--- src/rtl/skip_pkg.sv ---
package skip_pkg;

    typedef enum logic [1:0] {
        PH_OFF = 2'd0,
        PH_HS  = 2'd1,
        PH_LS  = 2'd2
    } phase_t;

    typedef enum logic {
        MD_PWM  = 1'b0,
        MD_SKIP = 1'b1
    } mode_t;

    typedef struct packed {
        logic zc;
        logic skip_trip;
        logic pwm_trip;
        logic oc;
        logic above;
        logic below_nom;
        logic low;
    } sense_t;

    function automatic int unsigned max_on_clks(input int unsigned period, input int unsigned pct);
        return (period * pct) / 100;
    endfunction

endpackage

--- src/rtl/zc_run_counter.sv ---
module zc_run_counter #(
    parameter int unsigned ZC_RUN = 8
) (
    input  logic clk,
    input  logic rst,
    input  logic tick,
    input  logic clear,
    input  logic seen,
    output logic run_done
);
    localparam int unsigned CW = $clog2(ZC_RUN + 1);
    localparam logic [CW-1:0] LAST = CW'(ZC_RUN - 1);

    logic [CW-1:0] cnt;

    // the run is complete when this cycle's crossing is number ZC_RUN
    assign run_done = seen && (cnt == LAST);

    always_ff @(posedge clk) begin
        if (rst) begin
            cnt <= '0;
        end else if (tick) begin
            if (clear || !seen)
                cnt <= '0;
            else if (cnt != LAST)
                cnt <= cnt + 1'b1;
        end
    end

    assert_cnt_bound_R3: assert property (@(posedge clk) disable iff (rst)
        cnt <= LAST);

    assert_quiet_clears_R4: assert property (@(posedge clk) disable iff (rst)
        tick && !seen |=> cnt == '0);

endmodule

--- src/rtl/cycle_fsm.sv ---
module cycle_fsm
    import skip_pkg::*;
#(
    parameter int unsigned PERIOD_CLKS = 20,
    parameter int unsigned DUTY_PCT    = 90
) (
    input  logic   clk,
    input  logic   rst,
    input  logic   tick,
    input  logic   auto_skip,
    input  logic   dropout,
    input  sense_t sns,
    input  logic   run_done,
    output logic   zc_seen,
    output mode_t  mode,
    output phase_t phase
);
    localparam int unsigned MAX_ON = max_on_clks(PERIOD_CLKS, DUTY_PCT);
    localparam int unsigned OW     = $clog2(PERIOD_CLKS + 1);
    localparam logic [OW-1:0] ON_LAST = OW'(MAX_ON - 1);

    logic [OW-1:0] on_cnt;
    logic          halted;
    logic          on_cap;
    logic          hs_exit;

    assign on_cap  = (on_cnt >= ON_LAST) && !dropout;
    assign hs_exit = sns.oc || on_cap ||
                     ((mode == MD_SKIP) ? (sns.skip_trip || sns.above) : sns.pwm_trip);

    always_ff @(posedge clk) begin
        if (rst) begin
            mode    <= MD_PWM;
            phase   <= PH_OFF;
            on_cnt  <= '0;
            halted  <= 1'b0;
            zc_seen <= 1'b0;
        end else if (tick) begin
            zc_seen <= 1'b0;
            on_cnt  <= '0;
            if (mode == MD_PWM) begin
                phase  <= PH_HS;
                halted <= 1'b0;
                if (auto_skip && run_done)
                    mode <= MD_SKIP;
            end else if (!auto_skip || sns.low) begin
                mode   <= MD_PWM;
                phase  <= PH_HS;
                halted <= 1'b0;
            end else if (sns.above || (halted && !sns.below_nom)) begin
                halted <= 1'b1;
                if (phase == PH_HS)
                    phase <= PH_LS;
            end else begin
                phase  <= PH_HS;
                halted <= 1'b0;
            end
        end else begin
            if (phase == PH_HS) begin
                if (on_cnt != OW'(PERIOD_CLKS))
                    on_cnt <= on_cnt + 1'b1;
                if (hs_exit)
                    phase <= PH_LS;
            end
            if (mode == MD_SKIP && sns.above)
                halted <= 1'b1;
            if (phase == PH_LS && sns.zc) begin
                if (mode == MD_SKIP)
                    phase <= PH_OFF;
                else
                    zc_seen <= 1'b1;
            end
        end
    end

    assert_forced_pwm_R9: assert property (@(posedge clk) disable iff (rst)
        tick && !auto_skip |=> mode == MD_PWM);

    assert_oc_ends_pulse_R11: assert property (@(posedge clk) disable iff (rst)
        sns.oc && !tick |=> phase != PH_HS);

    assert_halt_no_pulse_R6: assert property (@(posedge clk) disable iff (rst)
        halted |-> phase != PH_HS);

    assert_low_exits_R8: assert property (@(posedge clk) disable iff (rst)
        tick && sns.low && mode == MD_SKIP |=> mode == MD_PWM);

    assert_pwm_no_idle_R1: assert property (@(posedge clk) disable iff (rst)
        mode == MD_PWM && phase == PH_LS && !tick |=> phase != PH_OFF);

endmodule

--- src/rtl/gate_driver.sv ---
module gate_driver (
    input  logic clk,
    input  logic rst,
    input  logic want_hs,
    input  logic want_ls,
    output logic hs_q,
    output logic ls_q
);
    // a switch closes only once the other is seen open: one dead clock
    always_ff @(posedge clk) begin
        if (rst) begin
            hs_q <= 1'b0;
            ls_q <= 1'b0;
        end else begin
            hs_q <= want_hs && !ls_q;
            ls_q <= want_ls && !hs_q;
        end
    end

    assert_dead_ls_R2: assert property (@(posedge clk) disable iff (rst)
        $rose(ls_q) |-> !$past(hs_q));

endmodule

--- src/rtl/skip_mode_ctrl.sv ---
module skip_mode_ctrl
    import skip_pkg::*;
#(
    parameter int unsigned PERIOD_CLKS = 20,
    parameter int unsigned DUTY_PCT    = 90,
    parameter int unsigned ZC_RUN      = 8
) (
    input  logic clk,
    input  logic rst,
    input  logic cyc_tick,
    input  logic auto_skip,
    input  logic dropout,
    input  logic zero_cross,
    input  logic skip_trip,
    input  logic pwm_trip,
    input  logic oc_trip,
    input  logic out_above,
    input  logic out_below_nom,
    input  logic out_low,
    output logic hs_en,
    output logic ls_en,
    output logic skip_active
);
    localparam int unsigned MAX_ON = max_on_clks(PERIOD_CLKS, DUTY_PCT);
    localparam int unsigned LW     = $clog2(PERIOD_CLKS + 2);

    sense_t sns;
    mode_t  mode;
    phase_t phase;
    logic   zc_seen;
    logic   run_done;

    assign sns = '{zc: zero_cross, skip_trip: skip_trip, pwm_trip: pwm_trip,
                   oc: oc_trip, above: out_above, below_nom: out_below_nom,
                   low: out_low};

    zc_run_counter #(.ZC_RUN(ZC_RUN)) u_run (
        .clk      (clk),
        .rst      (rst),
        .tick     (cyc_tick),
        .clear    ((mode == MD_SKIP) || !auto_skip),
        .seen     (zc_seen),
        .run_done (run_done)
    );

    cycle_fsm #(.PERIOD_CLKS(PERIOD_CLKS), .DUTY_PCT(DUTY_PCT)) u_fsm (
        .clk       (clk),
        .rst       (rst),
        .tick      (cyc_tick),
        .auto_skip (auto_skip),
        .dropout   (dropout),
        .sns       (sns),
        .run_done  (run_done),
        .zc_seen   (zc_seen),
        .mode      (mode),
        .phase     (phase)
    );

    gate_driver u_drv (
        .clk     (clk),
        .rst     (rst),
        .want_hs (phase == PH_HS),
        .want_ls (phase == PH_LS),
        .hs_q    (hs_en),
        .ls_q    (ls_en)
    );

    assign skip_active = (mode == MD_SKIP);

    // checker state: length of the current high-side run outside dropout
    logic [LW-1:0] hs_len;
    always_ff @(posedge clk) begin
        if (rst || !hs_en || dropout)
            hs_len <= '0;
        else if (hs_len != LW'(PERIOD_CLKS + 1))
            hs_len <= hs_len + 1'b1;
    end

    assert_no_overlap_R2: assert property (@(posedge clk) disable iff (rst)
        !(hs_en && ls_en));

    assert_dead_hs_R2: assert property (@(posedge clk) disable iff (rst)
        $rose(hs_en) |-> !$past(ls_en));

    assert_entry_on_tick_R3: assert property (@(posedge clk) disable iff (rst)
        $rose(skip_active) |-> $past(cyc_tick) && $past(auto_skip));

    assert_max_on_R10: assert property (@(posedge clk) disable iff (rst)
        hs_len <= LW'(MAX_ON));

    assert_oc_port_R11: assert property (@(posedge clk) disable iff (rst)
        oc_trip && !cyc_tick |-> ##2 !hs_en);

endmodule

--- config.mk ---
export PLATFORM = sky130hd
export DESIGN_NAME = skip_mode_ctrl
export DESIGN_NICKNAME = d
export VERILOG_FILES = /design/src/rtl/skip_pkg.sv /design/src/rtl/zc_run_counter.sv /design/src/rtl/cycle_fsm.sv /design/src/rtl/gate_driver.sv /design/src/rtl/skip_mode_ctrl.sv
export SDC_FILE = /design/constraint.sdc
export NUM_CORES = 1
export LEC_CHECK = 0
export BUFFER_PORTS_ARGS = -buffer_cell sky130_fd_sc_hd__buf_2
export CAP_MARGIN = 25
export CORE_MARGIN = 4
export CORE_UTILIZATION = 56
export DETAILED_ROUTE_END_ITERATION = 6
export GPL_TIMING_DRIVEN = 0
export HOLD_SLACK_MARGIN = 0.02
export PLACE_DENSITY_LB_ADDON = 0.3
export SLEW_MARGIN = 20
export SYNTH_ARGS = -nofsm -noshare
export SYNTH_HDL_FRONTEND = slang
export SYNTH_SLANG_ARGS = --single-unit
--- constraint.sdc ---
create_clock -name clk -period 2.25 [get_ports clk]
set_input_delay 0.3375 -clock clk [delete_from_list [all_inputs] [get_ports clk]]
set_output_delay 0.3375 -clock clk [all_outputs]
set_load 0.05 [all_outputs]
-- After elaboration in Yosys (flattened, before gate mapping)
Cells that the tools add are included.
- logic and storage cells: 65
- memories: 0
- ROM bits: 0
- output and inout bits: 3
- RAM bits: 0
- input bits: 12
- latch bits: 0
- register bits after elaboration: 16
- reduce and logical (&&, ||, !) cells: 27
- eq/ne operators: 6
- add/subtract/negate cells: 2
- $mul: 0
- order comparisons: 1
- multiplexer cells: 20
- bitwise operators: 1
- div/mod/pow operators: 0
- shift operators: 0
- operator list (kind ; count):
    $mux 2 ; 9
    $mux 1 ; 9
    $logic_and 1x1->1 ; 8
    $mux 4 ; 2
    $logic_or 1x1->1 ; 7
    $logic_not 1->1 ; 6
    $reduce_and 2->1 ; 3
    $add 5x1->5 const B ; 1
    $ge 5x5->1 const B ; 1
    $ne 5x4->1 const B ; 1
    $ne 5x5->1 const B ; 1
    $add 4x1->4 const B ; 1
    $eq 4x3->1 const B ; 1
    $ne 4x3->1 const B ; 1
    $reduce_bool 2->1 ; 2
    $eq 2x1->1 const B ; 1
    $eq 2x2->1 const B ; 1
    $reduce_or 2->1 ; 1
    $not 1->1 ; 1

-- Logic depth before layout (Yosys ltp)
- depth in word-level cells: 9
- depth in mapped cells: 6

-- Hierarchy
A second synthesis with hierarchy kept.
- cell total of the unflattened synthesis: 96
- area, all modules: 863.3 um^2
- modules (own cells, without submodules) (module ; cells each ; area an instance (um^2) ; seq. area each (um^2) ; times used):
    cycle_fsm ; 66 ; 564.3 ; 200.2 ; 1
    zc_run_counter ; 23 ; 212.7 ; 80.1 ; 1
    gate_driver ; 4 ; 65.1 ; 40.0 ; 1
    skip_mode_ctrl ; 3 ; 21.3 ; 0.0 ; 1

-- Worst setup path after synthesis
Ideal clock, no wire load.
- kind: reg-to-reg
- start: register u_fsm.mode
- end: register u_run.cnt[2]
- arrival: 1.599 ns
- slack: 0.564 ns
- required time: 2.164 ns
- cell stages (with the launch flop): 5
- library setup time: 0.086 ns
- period minus slack after synthesis: 1.686 ns
- path buffers: 0
- path through: dfxtp_1 > nand3b_4 > o31ai_4 > or3_1 > a221oi_2
- cells in the longest elaborated chain, start to end: 4
- elaborated cells between the ends (all ways): 5
- classes of those cells: mux (1); reduce/logical (4)
- RTL lines (item ; line ; source):
    from (decl) ; cycle_fsm.sv:15 ; output mode_t mode,
    from (signal assigned) ; cycle_fsm.sv:33 ; mode <= MD_PWM;
    from (signal assigned) ; cycle_fsm.sv:45 ; mode <= MD_SKIP;
    from (signal assigned) ; cycle_fsm.sv:47 ; mode <= MD_PWM;
    $logic_or 1x1->1 (*) ; skip_mode_ctrl.sv:41 ; .clear ((mode == MD_SKIP) || !auto_skip),
    $logic_or 1x1->1 (*) ; zc_run_counter.sv:23 ; if (clear || !seen)
    $reduce_bool 2->1 (no line) ; n/a ;
    $reduce_and 2->1 (no line) ; n/a ;
    to (signal assigned) ; zc_run_counter.sv:26 ; cnt <= cnt + 1'b1;
    to (decl) ; zc_run_counter.sv:14 ; logic [CW-1:0] cnt;
Every way passes the cells marked *; elsewhere a longest branch is shown, timed or not.
A chain may end at the register's enable or synchronous reset.

-- Final worst setup path
- start: register u_fsm.on_cnt[1]
- end: register u_fsm.phase[1]
- cells in the longest elaborated chain, start to end: 9
- RTL lines (item ; line ; source):
    from (decl) ; cycle_fsm.sv:22 ; logic [OW-1:0] on_cnt;
    from (signal assigned) ; cycle_fsm.sv:61 ; on_cnt <= on_cnt + 1'b1;
    $ge 5x5->1 (*) ; cycle_fsm.sv:27 ; assign on_cap = (on_cnt >= ON_LAST) && !dropout;
    $logic_and 1x1->1 (*) ; cycle_fsm.sv:27 ;
    $logic_or 1x1->1 (*) (2 in series) ; cycle_fsm.sv:28 ; assign hs_exit = sns.oc || on_cap ||
    $mux 2 (*) ; cycle_fsm.sv:62 ; if (hs_exit)
    $mux 2 (*) ; cycle_fsm.sv:59 ; if (phase == PH_HS) begin
    $mux 2 ; cycle_fsm.sv:68 ; if (mode == MD_SKIP)
    $mux 2 (*) ; cycle_fsm.sv:67 ; if (phase == PH_LS && sns.zc) begin
    $mux 2 (*) ; cycle_fsm.sv:38 ; end else if (tick) begin
    to (signal assigned) ; cycle_fsm.sv:42 ; phase <= PH_HS;
    to (signal assigned) ; cycle_fsm.sv:63 ; phase <= PH_LS;
    to (signal assigned) ; cycle_fsm.sv:69 ; phase <= PH_OFF;
    to (decl) ; cycle_fsm.sv:16 ; output phase_t phase
Marks and branches as above.

==> results.md <==
* CTS Sinks at 16
* Startpoint Class: flop
* Initial DRC Count at 21
* Hold path depth at 3
* Syn_area_per_cell at 9.075 µm²
* Via count at 709
* # diodes at 0
* First-pass GRT wire length at around 2.8 mm
* Total CTS buffers at 3
* Synth cell types at 35
* CTS resizes at 0
* Reg2Reg Setup Slack at 0.65 ns
* Area Growth Syn to Fin at 13.48%
* Hold Crit Class: primary input to flop
* Commonest non-fill, non-tap cell in the layout: dfxtp_1
* Net Count, Synth at 107
* Layout Skew at between 0.0007 and 0.0008 ns
* Post-DP HPWL at 1.221 mm
* Seq/Total Area, Yosys at 38.79%
* R2r startpoint: u_fsm.on_cnt[1]
* Slew Viols, Final at 0
* H-tree depth at 1
* Crit-path slowest cell: or4_4
* Cells after synthesis at 91
* Boundary Pins at 15
* Drt pass-1 iters at 4
* R2R depth at 6
* Clock root cell: clkbuf_4
* Power density over the cells at between 500 and 600 mW/mm²
* Largest family of logic cells by synthesized area: simple AND/OR/NAND/NOR gates
* Adder-Cell Fraction of Synth Area at 6.061%
* Clk_lat worst skew at around 0.27 ns
* Total GRT Usage at between 10% and 20%
* Crit path time final at approximately 1.6 ns
* Drt total wl at 1.581 mm
* Synth Cell Area at 825.8 µm²
* Multiplexer share of the synthesized area at 0%
* Design Power at 0.4988 mW
* Die Span Y at 46.40 µm
* Area share of the largest cell type after synthesis at 38.79%
* Crit-path cells: inv_1, ha_1, or4_4, o21ai_2, a31oi_1, o21a_1
* Post-synth top area cell: dfxtp_1
* Req. time, crit path at 2.43 ns
* Final Hold Vio Count at 0
* CP Max Fanout at 5
* Clock Path Buffers at 2
* Placer Congestion at 0.8191
* Finished Cell Area at about 940 µm²
* Max Freq at 625.7 MHz
* Most frequent cells in the layout: 16 x dfxtp_1, 15 x buf_2, 9 x a21oi_1
* CTS tree: done
* Row Count at 13
* Largest net degree at the start of global routing at 11
* Placed Area at ~910 µm²
* Lkg Pwr at 0.3779 nW
* Initial antenna violation count at 0
* Nets at ~130
* Worst R2R End: u_fsm.phase[1]
* Drt wl/cell at between 10 and 15 µm
* Final setup vio count at 0
* RSZ-0062 raised after global routing: no
* Kind of critical path: flop to flop
* XOR/XNOR share of the synthesized area at 5.303%
* Max VDD drop at just under 400 µV
* Die W at around 46 µm
* Simple-gate portion of the synthesized area at ~25%
* Starting density of the core at 61.17%
* Synth Register Bits at 16
* Drt drc at 0
* CP endpoint kind: flop
* Top cells by area, synth: dfxtp_1 39%, ha_1 6.1%, a21oi_1 5.5%
* Number of routed nets with antenna violations at 0
* Vias per cell at around 5.8
* CP peak stage delay at 0.42 ns
* Vias in the first global route at 704
* GRT overflow at 0
* Ys Warns at 0
* Post-CTS Setup Inserts at 0
* Max transition margin at between 60 and 70%
* Core outline area at 0.001350 mm²
* Number of max-cap violations at 0
* CTS clk-pin slew, worst paths at 0.08 ns
* HP Start: zero_cross
* Cts hold-fix bufs at 0
* Worst Path Arrival at 1.78 ns
* Port-buffer cells at 14
* Min-Delay Endpoint: u_fsm.zc_seen
* Total negative slack at 0 ns
* Final period util at ~71%
* Status: complete, no violations
* Post-synthesis compound-gate area fraction at between 20% and 30%
* Worst-Margin Slew at 0.4965 ns
* Die area at 0.002153 mm²
* Layout cells sized above 1 at 25.00%
[per-stage QoR]
stage / instances / util (%) / setup slack, ns / hold WS (ns)
finish: 123 / 69.42 / 0.6517 / 0.3369
global route: 123 / 69.42 / 0.5203 / 0.3503
CTS: 123 / 69.42 / 0.6378 / 0.3253
detailed placement: 120 / 67.75 / 0.6492 / 0.4290
global placement: 120 / 67.75 / 0.6696 / 0.3929
floorplan: 91 / - / 0.5644 / 0.4443
[critical path, delay by kind of cell, from the launching register on]
kind / cells / cell delay (ns)
AND/OR/NAND/NOR: 1 / 0.42
AO/OA/AOI/OAI: 3 / 0.41
flip-flops: 1 / 0.41
adder cells (fa/ha/maj): 1 / 0.18
buffers and inverters: 1 / 0.08
[cells in the mapped netlist (all sizes together)]
cell type,count
buf,1
a22oi,1
nor2,6
a31o,1
a221oi,1
o31ai,1
nor2b,4
and4b,1
a31oi,2
or3,3
nor3b,1
a21oi,9
o21ai,3
ha,4
nand2,5
and3,2
nand4b,1
or2,2
clkbuf,2
or4,1
o311ai,1
o21a,2
dfxtp,16
nand2b,1
nor4,1
xnor2,1
xor2,4
nand3b,1
nand4,2
inv,6
a211oi,2
nand3,3
[cell families after synthesis]
kind of cell	after synthesis
compound gates	23
simple gates	34
xor+xnor	5
fa+ha+maj	4
buf+inv	9
flops	16
[report_power, final]
group / internal [mW] / switching, mW / total [mW]
Clock: 0.0620 / 0.0803 / 0.142
Combinational: 0.0256 / 0.0360 / 0.0616
Sequential: 0.289 / 0.00613 / 0.295
Total: 0.376 / 0.122 / 0.499
[final cells by class]
class                   instances  area (µm²)
plain buffers                   3       12.51
clock buffers                   3       22.52
fillers                       111       412.9
inverters                       6       22.52
multi-input cells              66       470.5
flip-flops and latches         16       320.3
well taps                      15       18.77
repair buffers                 14       70.07
[routing by layer]
metal	global-route usage, %	share of wire, %	vias up
met3	2.344	2.8	2
li1	-	-	362
met2	30.77	53	10
met5	0	0	-
met1	21.63	44	335
met4	9.091	0.82	0
[flip-flops by register name, indices dropped and copies added, names as in the netlist]
| signal | count |
|---|---|
| u_drv.hs_q | 1 |
| u_drv.ls_q | 1 |
| u_fsm.halted | 1 |
| u_fsm.mode | 1 |
| u_fsm.on_cnt | 5 |
| u_fsm.phase | 2 |
| u_fsm.zc_seen | 1 |
| u_run.cnt | 4 |
[how the worst max path moves through the flow]
stage,cells past startpoint,endpoint,startpoint,slack (ns)
final,6,u_fsm.phase[1],u_fsm.on_cnt[1],0.65
after global routing,6,u_fsm.phase[1],u_fsm.on_cnt[1],0.52
after detailed placement,6,u_fsm.phase[1],u_fsm.on_cnt[1],0.65
after floorplan,4,u_run.cnt[2],u_fsm.mode,0.56
after CTS,6,u_fsm.phase[1],u_fsm.on_cnt[1],0.64
after global placement,6,u_fsm.phase[1],u_fsm.on_cnt[1],0.67
Note: power is estimated with default switching activity, not from simulation.
